--- config.mk ---
export PLATFORM = sky130hd
export DESIGN_NAME = wdog_timer
export DESIGN_NICKNAME = d
export VERILOG_FILES = /design/src/rtl/wdog_pkg.sv /design/src/rtl/wdog_prescaler.sv /design/src/rtl/wdog_downcount.sv /design/src/rtl/wdog_pulse.sv /design/src/rtl/wdog_timer.sv
export SDC_FILE = /design/constraint.sdc
export NUM_CORES = 1
export LEC_CHECK = 0
export BUFFER_PORTS_ARGS = -buffer_cell sky130_fd_sc_hd__buf_2
export CORE_MARGIN = 4
export CORE_UTILIZATION = 35
export DETAILED_ROUTE_END_ITERATION = 12
export GPL_TIMING_DRIVEN = 0
export PLACE_DENSITY = 0.48
export RECOVER_POWER = 50
export SKIP_CTS_REPAIR_TIMING = 1
export SYNTH_ARGS = -nofsm -noshare
export SYNTH_HDL_FRONTEND = slang
export SYNTH_SLANG_ARGS = --single-unit
--- constraint.sdc ---
create_clock -name clk -period 2.8 [get_ports clk]
set_clock_uncertainty 0.05 [all_clocks]
set_input_delay 0.42 -clock clk [delete_from_list [all_inputs] [get_ports clk]]
set_output_delay 0.42 -clock clk [all_outputs]
set_load 0.01 [all_outputs]
--- src/rtl/wdog_pkg.sv ---
package wdog_pkg;

    localparam int PSC_W = 8;
    localparam int DIV_W = 7;
    localparam int REG_W = 16;

    typedef enum logic [1:0] {
        ADDR_CTRL   = 2'd0,
        ADDR_RELOAD = 2'd1,
        ADDR_COUNT  = 2'd2,
        ADDR_IRQCLR = 2'd3
    } wd_addr_e;

    typedef struct packed {
        logic [PSC_W-1:0] psc;
        logic             run;
        logic [1:0]       div_sel;
        logic             irq_en;
        logic             rst_en;
    } wd_ctrl_t;

    function automatic wd_ctrl_t ctrl_unpack(input logic [REG_W-1:0] w);
        wd_ctrl_t c;
        c.psc     = w[15:8];
        c.run     = w[5];
        c.div_sel = w[4:3];
        c.irq_en  = w[2];
        c.rst_en  = w[0];
        return c;
    endfunction

    function automatic logic [REG_W-1:0] ctrl_pack(input wd_ctrl_t c);
        return {c.psc, 2'b00, c.run, c.div_sel, c.irq_en, 1'b0, c.rst_en};
    endfunction

    function automatic logic [DIV_W-1:0] div_last(input logic [1:0] sel);
        logic [DIV_W-1:0] r;
        case (sel)
            2'd0:    r = 7'd15;
            2'd1:    r = 7'd31;
            2'd2:    r = 7'd63;
            default: r = 7'd127;
        endcase
        return r;
    endfunction

endpackage

--- src/rtl/wdog_prescaler.sv ---
module wdog_prescaler
    import wdog_pkg::*;
(
    input  logic             clk,
    input  logic             rst,
    input  logic             run,
    input  logic [PSC_W-1:0] psc,
    input  logic [1:0]       div_sel,
    output logic             tick
);
    logic [PSC_W-1:0] pcnt_q;
    logic [DIV_W-1:0] dcnt_q;
    logic [DIV_W-1:0] dlast;
    logic             pwrap;
    logic             dwrap;

    assign dlast = div_last(div_sel);
    assign pwrap = (pcnt_q >= psc);
    assign dwrap = (dcnt_q >= dlast);

    always_ff @(posedge clk) begin
        if (rst || !run) begin
            pcnt_q <= '0;
            dcnt_q <= '0;
        end else if (pwrap) begin
            pcnt_q <= '0;
            dcnt_q <= dwrap ? '0 : dcnt_q + 1'b1;
        end else begin
            pcnt_q <= pcnt_q + 1'b1;
        end
    end

    assign tick = run && pwrap && dwrap;
endmodule

--- src/rtl/wdog_downcount.sv ---
module wdog_downcount #(
    parameter int          W       = 16,
    parameter logic [W-1:0] RST_VAL = 16'h8000
) (
    input  logic         clk,
    input  logic         rst,
    input  logic         tick,
    input  logic         ld,
    input  logic [W-1:0] ld_val,
    input  logic [W-1:0] reload_val,
    output logic [W-1:0] count,
    output logic         expire
);
    logic [W-1:0] cnt_q;
    logic         at_zero;

    assign at_zero = (cnt_q == '0);

    always_ff @(posedge clk) begin
        if (rst)
            cnt_q <= RST_VAL;
        else if (ld)
            cnt_q <= ld_val;
        else if (tick)
            cnt_q <= at_zero ? reload_val : cnt_q - 1'b1;
    end

    assign count  = cnt_q;
    assign expire = tick && at_zero;
endmodule

--- src/rtl/wdog_pulse.sv ---
module wdog_pulse #(
    parameter int LEN = 128
) (
    input  logic clk,
    input  logic rst,
    input  logic trig,
    output logic active
);
    localparam int CW = $clog2(LEN + 1);
    logic [CW-1:0] left_q;

    always_ff @(posedge clk) begin
        if (rst)
            left_q <= '0;
        else if (trig)
            left_q <= CW'(LEN);
        else if (left_q != '0)
            left_q <= left_q - 1'b1;
    end

    assign active = (left_q != '0);
endmodule

--- src/rtl/wdog_timer.sv ---
module wdog_timer
    import wdog_pkg::*;
#(
    parameter int               RST_LEN = 128,
    parameter logic [REG_W-1:0] CNT_RST = 16'h8000
) (
    input  logic             clk,
    input  logic             rst,
    input  logic             dbg_ack,
    input  logic             wr_en,
    input  logic [1:0]       addr,
    input  logic [REG_W-1:0] wr_data,
    output logic [REG_W-1:0] rd_data,
    output logic             irq_o,
    output logic             rst_req_o
);
    wd_ctrl_t         ctrl_q;
    logic [REG_W-1:0] reload_q;
    logic [REG_W-1:0] count;
    logic             irq_q;
    logic             tick;
    logic             expire;
    logic             wr_ctrl, wr_reload, wr_count, wr_clr;
    logic             pulse_trig;

    assign wr_ctrl   = wr_en && (addr == ADDR_CTRL);
    assign wr_reload = wr_en && (addr == ADDR_RELOAD);
    assign wr_count  = wr_en && (addr == ADDR_COUNT);
    assign wr_clr    = wr_en && (addr == ADDR_IRQCLR);

    always_ff @(posedge clk) begin
        if (rst) begin
            ctrl_q   <= '0;
            reload_q <= CNT_RST;
        end else begin
            if (wr_ctrl)   ctrl_q   <= ctrl_unpack(wr_data);
            if (wr_reload) reload_q <= wr_data;
        end
    end

    wdog_prescaler u_presc (
        .clk     (clk),
        .rst     (rst),
        .run     (ctrl_q.run),
        .psc     (ctrl_q.psc),
        .div_sel (ctrl_q.div_sel),
        .tick    (tick)
    );

    wdog_downcount #(.W(REG_W), .RST_VAL(CNT_RST)) u_cnt (
        .clk        (clk),
        .rst        (rst),
        .tick       (tick),
        .ld         (wr_count),
        .ld_val     (wr_data),
        .reload_val (reload_q),
        .count      (count),
        .expire     (expire)
    );

    always_ff @(posedge clk) begin
        if (rst)
            irq_q <= 1'b0;
        else if (expire && ctrl_q.irq_en)
            irq_q <= 1'b1;
        else if (wr_clr)
            irq_q <= 1'b0;
    end

    assign pulse_trig = expire && ctrl_q.rst_en && !dbg_ack;

    wdog_pulse #(.LEN(RST_LEN)) u_pulse (
        .clk    (clk),
        .rst    (rst),
        .trig   (pulse_trig),
        .active (rst_req_o)
    );

    assign irq_o = irq_q;

    always_comb begin
        case (addr)
            ADDR_CTRL:   rd_data = ctrl_pack(ctrl_q);
            ADDR_RELOAD: rd_data = reload_q;
            ADDR_COUNT:  rd_data = count;
            default:     rd_data = {{(REG_W-1){1'b0}}, irq_q};
        endcase
    end
endmodule

**Yosys cells after proc, flatten, opt, wreduce, memory -nomap -nowiden**

Cells that the tools add are included.

- Flip-flop bits (word level): 69
- Input port bits: 22
- Output and inout port bits: 18
- Logic and storage cells: 55

- Add/sub/neg operators: 4
- Magnitude comparators: 2
- Eq/ne operators: 5
- Multiplexer cells: 10
- Reductions and logical operators: 22

Operator list:

| cell | count |
|---|---|
| 2-to-1 mux 16 bit | 3 |
| one-hot mux 16 bit (3 select lines) | 1 |
| one-hot mux 7 bit (3 select lines) | 1 |
| zero test 16 bit | 1 |
| 2-to-1 mux 8 bit | 2 |
| subtractor 16 x 1 -> 16 bit (second input constant) | 1 |
| logical AND 1 bit | 10 |
| adder 8 x 1 -> 8 bit (second input constant) | 1 |
| >= comparator 8 bit | 1 |
| nonzero test 8 bit | 1 |
| subtractor 8 x 1 -> 8 bit (second input constant) | 1 |
| adder 7 x 1 -> 7 bit (second input constant) | 1 |
| >= comparator 7 bit | 1 |
| 2-to-1 mux 7 bit | 1 |
| equality test 2 bit (second input constant) | 3 |
| nonzero test 2 bit | 3 |
| equality test 2 x 1 -> 1 bit (second input constant) | 2 |
| zero test 2 bit | 2 |
| OR reduction 2 bit | 2 |
| zero test 1 bit | 2 |
| 2-to-1 mux 1 bit | 2 |
| logical OR 1 bit | 1 |

**Depth between registers and ports, before layout**

- Depth in word-level cells: 8
- Mapped depth: 11
- Depth with buffers taken out: 8

**Modules after synthesis**

Synthesis repeated with hierarchy kept, for this count alone.

- Cells, all modules: 483
- Area total of the unflattened synthesis: 4247.8 um2

By module, submodules not included:

| module | instances | cells each | area each (um2) | sequential area each (um2) |
|---|---|---|---|---|
| wdog_timer | 1 | 159 | 1597.8 | 600.6 |
| wdog_downcount | 1 | 168 | 1248.7 | 320.3 |
| wdog_prescaler | 1 | 111 | 996.0 | 300.3 |
| wdog_pulse | 1 | 45 | 405.4 | 160.2 |

**Worst setup path before layout**

OpenSTA, ideal clock, no wires.

- Path type: register to register
- From: reg u_presc.pcnt_q[0]
- To: reg u_cnt.cnt_q[8], in the netlist u_cnt.count[8]
- Setup time: 0.136 ns
- Arrival: 2.123 ns
- Required time: 2.614 ns
- Setup slack: 0.491 ns
- Cell stages (with the launch flop): 12
- Path buffers: 3
- Clock period less this slack: 2.309 ns
- Cell sequence: dfxtp_1 inv_1 ha_1 nand2b_1 a2111oi_0 or4b_1 buf_2 a21oi_1 buf_4 buf_6 mux2i_1 a211oi_2

- Cells in the longest elaborated chain, start to end: 4

Ends and longest elaborated chain:

| what | RTL line | RTL |
|---|---|---|
| from (decl) | wdog_prescaler.sv:11 | `logic [PSC_W-1:0] pcnt_q;` |
| from (signal assigned) | wdog_prescaler.sv:29 | `pcnt_q <= pcnt_q + 1'b1;` |
| >= comparator 8 bit | wdog_prescaler.sv:18 | `assign pwrap = (pcnt_q >= psc);` |
| logical AND 1 bit (2 in series) | wdog_prescaler.sv:33 | `assign tick = run && pwrap && dwrap;` |
| nonzero test 2 bit (no line) | n/a |  |
| to (signal assigned) | wdog_downcount.sv:23 | `cnt_q <= ld_val;` |
| to (signal assigned) | wdog_downcount.sv:25 | `cnt_q <= at_zero ? reload_val : cnt_q - 1'b1;` |
| to (decl) | wdog_downcount.sv:14 | `logic [W-1:0] cnt_q;` |

No other way between the ends.
A chain may end at the register's enable or synchronous reset.

**Worst setup path in the final report**

- From: reg ctrl_q[12] (netlist name)
- To: reg u_cnt.cnt_q[8], in the netlist u_cnt.count[8]

- Cells in the longest elaborated chain, start to end: 4

Ends and longest elaborated chain:

| what | RTL line | RTL |
|---|---|---|
| from (decl) | wdog_timer.sv:17 | `wd_ctrl_t ctrl_q;` |
| from (signal assigned) | wdog_timer.sv:36 | `if (wr_ctrl) ctrl_q <= ctrl_unpack(wr_data);` |
| >= comparator 8 bit | wdog_prescaler.sv:18 |  |
| logical AND 1 bit (2 in series) | wdog_prescaler.sv:33 |  |
| nonzero test 2 bit (no line) | n/a |  |

No other way between the ends.

==> metrics <==
outcome=completed; I/O Pins=40; clock root cell=clkbuf_8; routability cong.=approximately 0.84; residual DRC count=0; routed vias/inst=5.27; Worst-path clk slew=about 80 ps; CP Launch Type=register; drt first pass iters=4; relative slew slack=24.1%; met2 WL post-DR=4900 µm; uppermost layer routed=met4; Clock Tree Buf Depth=2; worst-case reg-to-reg path depth=10; worst skew pair latency=roughly 360 ps; Worst Hold Class=in2reg; first-pass GRT wire length=roughly 18000 µm; max_cap viols=0; CTS tree=built; Slew @ Worst Pin=1130 ps; setup tns final=0 ps; Max rail drop VDD=approximately 280 µV; synth unique cells=57; H-tree depth=3; placed instance area=4190 µm²; period utilisation layout=96.1%; Yosys reg bits=slightly below 70; PD cells=around 610 nW/µm²; final hold viol count=0; Seq pwr share=approximately 43%; Sw Ratio=roughly a third; crit path buf inv count=4; Post-synth EDFFs=0; CTS Sinks=between 60 and 70; Final Total Pwr=between 2 and 3 mW; crit-path most repeated cell=buf_6; initial antenna violation count=0; Gate Count Post-Synth=just under 500; Syn Nets=approximately 530; Fillers=between 1000 and 1500; most common cell after layout, fill and taps aside=nand2_1; hold path start=wr_data[11]; WL final=between 10000 and 15000 µm; Syn-to-layout area delta=15.1%; layout cell share with drive strength beyond 1=10.7%; Top FF cell, synth=dfxtp_1; number of CTS-inserted buffers=9; Setup-failing EPs final=0; remaining antenna violation count=0; Async SR Flop Fraction=0%; Critical Path Fanout Max=10; f_max=approximately 370 MHz; core region area=about 11000 µm²; total stage count of the critical path=10; pin count of the biggest net entering global routing=13; Clock Power Share=between 30% and 40%; DR vias=roughly 3600; die width=approximately 110 µm; final worst setup slack=roughly 110 ps; Worst Hold Depth=3; post-route minimum period=~2700 ps; WP data arrival=approximately 2900 ps; initial drt markers=199; met3 wire len=around 640 µm; WL met1=between 5000 and 6000 µm; Worst path slowest cell=or4b_1; Int Power=1.85 mW; ant diodes=0; Die Area=between 10000 and 15000 µm²; num rows=37; Port Buffers=37; yosys synthesis warning count=0; Die Y=113 µm; overall global routing resource usage=18.2%; Starting Density=between 30% and 40%; critical path's largest stage delay=around 480 ps; detailed placement HPWL=just over 8000 µm; Setup CP Type=reg2reg; critical path, cell by cell=inv_1 > ha_1 > and3_1 > or4b_1 > buf_2 > a21oi_1 > buf_6 > buf_6 > mux2i_1 > a211oi_2; Avg Synthesized Cell Area=7.84 µm²; max-slew violations=0; multi-input logic area=around 2300 µm²; fin area=4410 µm²; Layout Nets=between 500 and 600; CP top delay family=simple AND/OR/NAND/NOR gates; dpl ws=about 85 ps; share of the yosys chip area belonging to registers=36.0%; combinational power share=a little under a quarter; routed length per instance=16.4 µm; Worst Setup SP=ctrl_q[12]$_SDFFE_PP0P_; most frequent cells in the layout=103 x nand2_1, 69 x dfxtp_1, 47 x nor2_1, 45 x a21oi_1, 32 x clkbuf_1; RSZ-0062 raised after global routing=false; mapped cell area=approximately 3800 µm²; required time worst endpoint=roughly 3000 ps; Psw=842 µW; CP endpoint kind=register; Pleak=between 1.5 and 2 nW; vias in the first global route=roughly 3500; RR Startpoint=ctrl_q[12]$_SDFFE_PP0P_; Remaining Overflow, GRT=0; register area=~1400 µm²
## registers in the layout (all words and copies together) (netlist names)
name            flops
u_pulse.left_q      8
ctrl_q             13
u_presc.dcnt_q      7
u_presc.pcnt_q      8
reload_q           16
u_cnt.count        16
irq_o               1
## cell type report
cell class	instances	area share (%)
plain buffers	27	2.81
clock buffers	11	3.20
clock inverters	5	1.90
inverters	15	1.28
multi-input cells	378	51.8
flip-flops and latches	69	31.3
well taps	136	3.85
repair buffers	37	3.91
## final timing paths
kind	to	slack [ps]
worst max-delay path	u_cnt.count[8]$_SDFFE_PP0P_	110
worst min-delay path	u_cnt.count[11]$_SDFFE_PP0P_	240
worst max register to register	u_cnt.count[8]$_SDFFE_PP0P_	110
worst min register to register	reload_q[6]$_SDFFE_PP0P_	430
## Yosys cell counts, types with 3 or more instances
cell type | number | area [µm²]
o21ai_0 | 17 | 85.1
nor2b_1 | 4 | 25.0
nand3b_1 | 6 | 45.0
and2_1 | 3 | 18.8
clkbuf_1 | 21 | 78.8
nor3_1 | 7 | 35.0
o2111ai_1 | 4 | 35.0
nor2_1 | 47 | 176
mux2i_1 | 22 | 220
o31a_1 | 3 | 26.3
a22o_1 | 3 | 26.3
dfxtp_1 | 69 | 1380
a21o_1 | 3 | 22.5
xor2_1 | 13 | 114
and3_1 | 5 | 31.3
inv_1 | 15 | 56.3
a21oi_1 | 45 | 225
nand3_1 | 13 | 65.1
nor3b_1 | 3 | 22.5
buf_2 | 3 | 15.0
xnor2_1 | 13 | 114
a211oi_1 | 9 | 67.6
nor4_1 | 4 | 25.0
nand2_1 | 103 | 387
ha_1 | 16 | 200
## power groups by stage
stage	clock network, mW	registers, mW	logic [mW]
finish	0.937	1.14	0.609
global route	1.00	1.15	0.697
CTS	0.959	1.14	0.615
detailed placement	0	1.16	0.612
global placement	0	1.16	0.603
floorplan	0	1.14	0.468
## kinds of logic after synthesis
family,synth area share [%]
buf+inv,4.50
simple gates,25.0
xor+xnor,5.94
fa+ha+maj,5.22
flops,36.0
mux,6.33
compound gates,17.0
## worst register-to-register path: cells and delay by family (launching register included)
kind	cells	cell delay (ps)
adder cells (fa/ha/maj)	1	310
AO/OA/AOI/OAI	2	270
multiplexers	1	230
flip-flops	1	370
buffers and inverters	4	640
AND/OR/NAND/NOR	2	690
## per-stage QoR
step,util [%],cells,hold WS [ps]
6_report,42.0,678,240
5_1_grt,42.0,678,255
4_1_cts,42.0,678,231
3_5_place_dp,39.9,662,412
3_3_place_gp,39.9,662,411
2_1_floorplan,-,489,387
## per-layer routing
| layer | up-vias | GRT usage (%) |
|---|---|---|
| met5 | - | 0 |
| met4 | 0 | 7.45 |
| met3 | 16 | 2.86 |
| met2 | 89 | 28.0 |
| met1 | 1671 | 25.3 |
| li1 | 1799 | - |
Note: power is estimated with default switching activity, not from simulation.
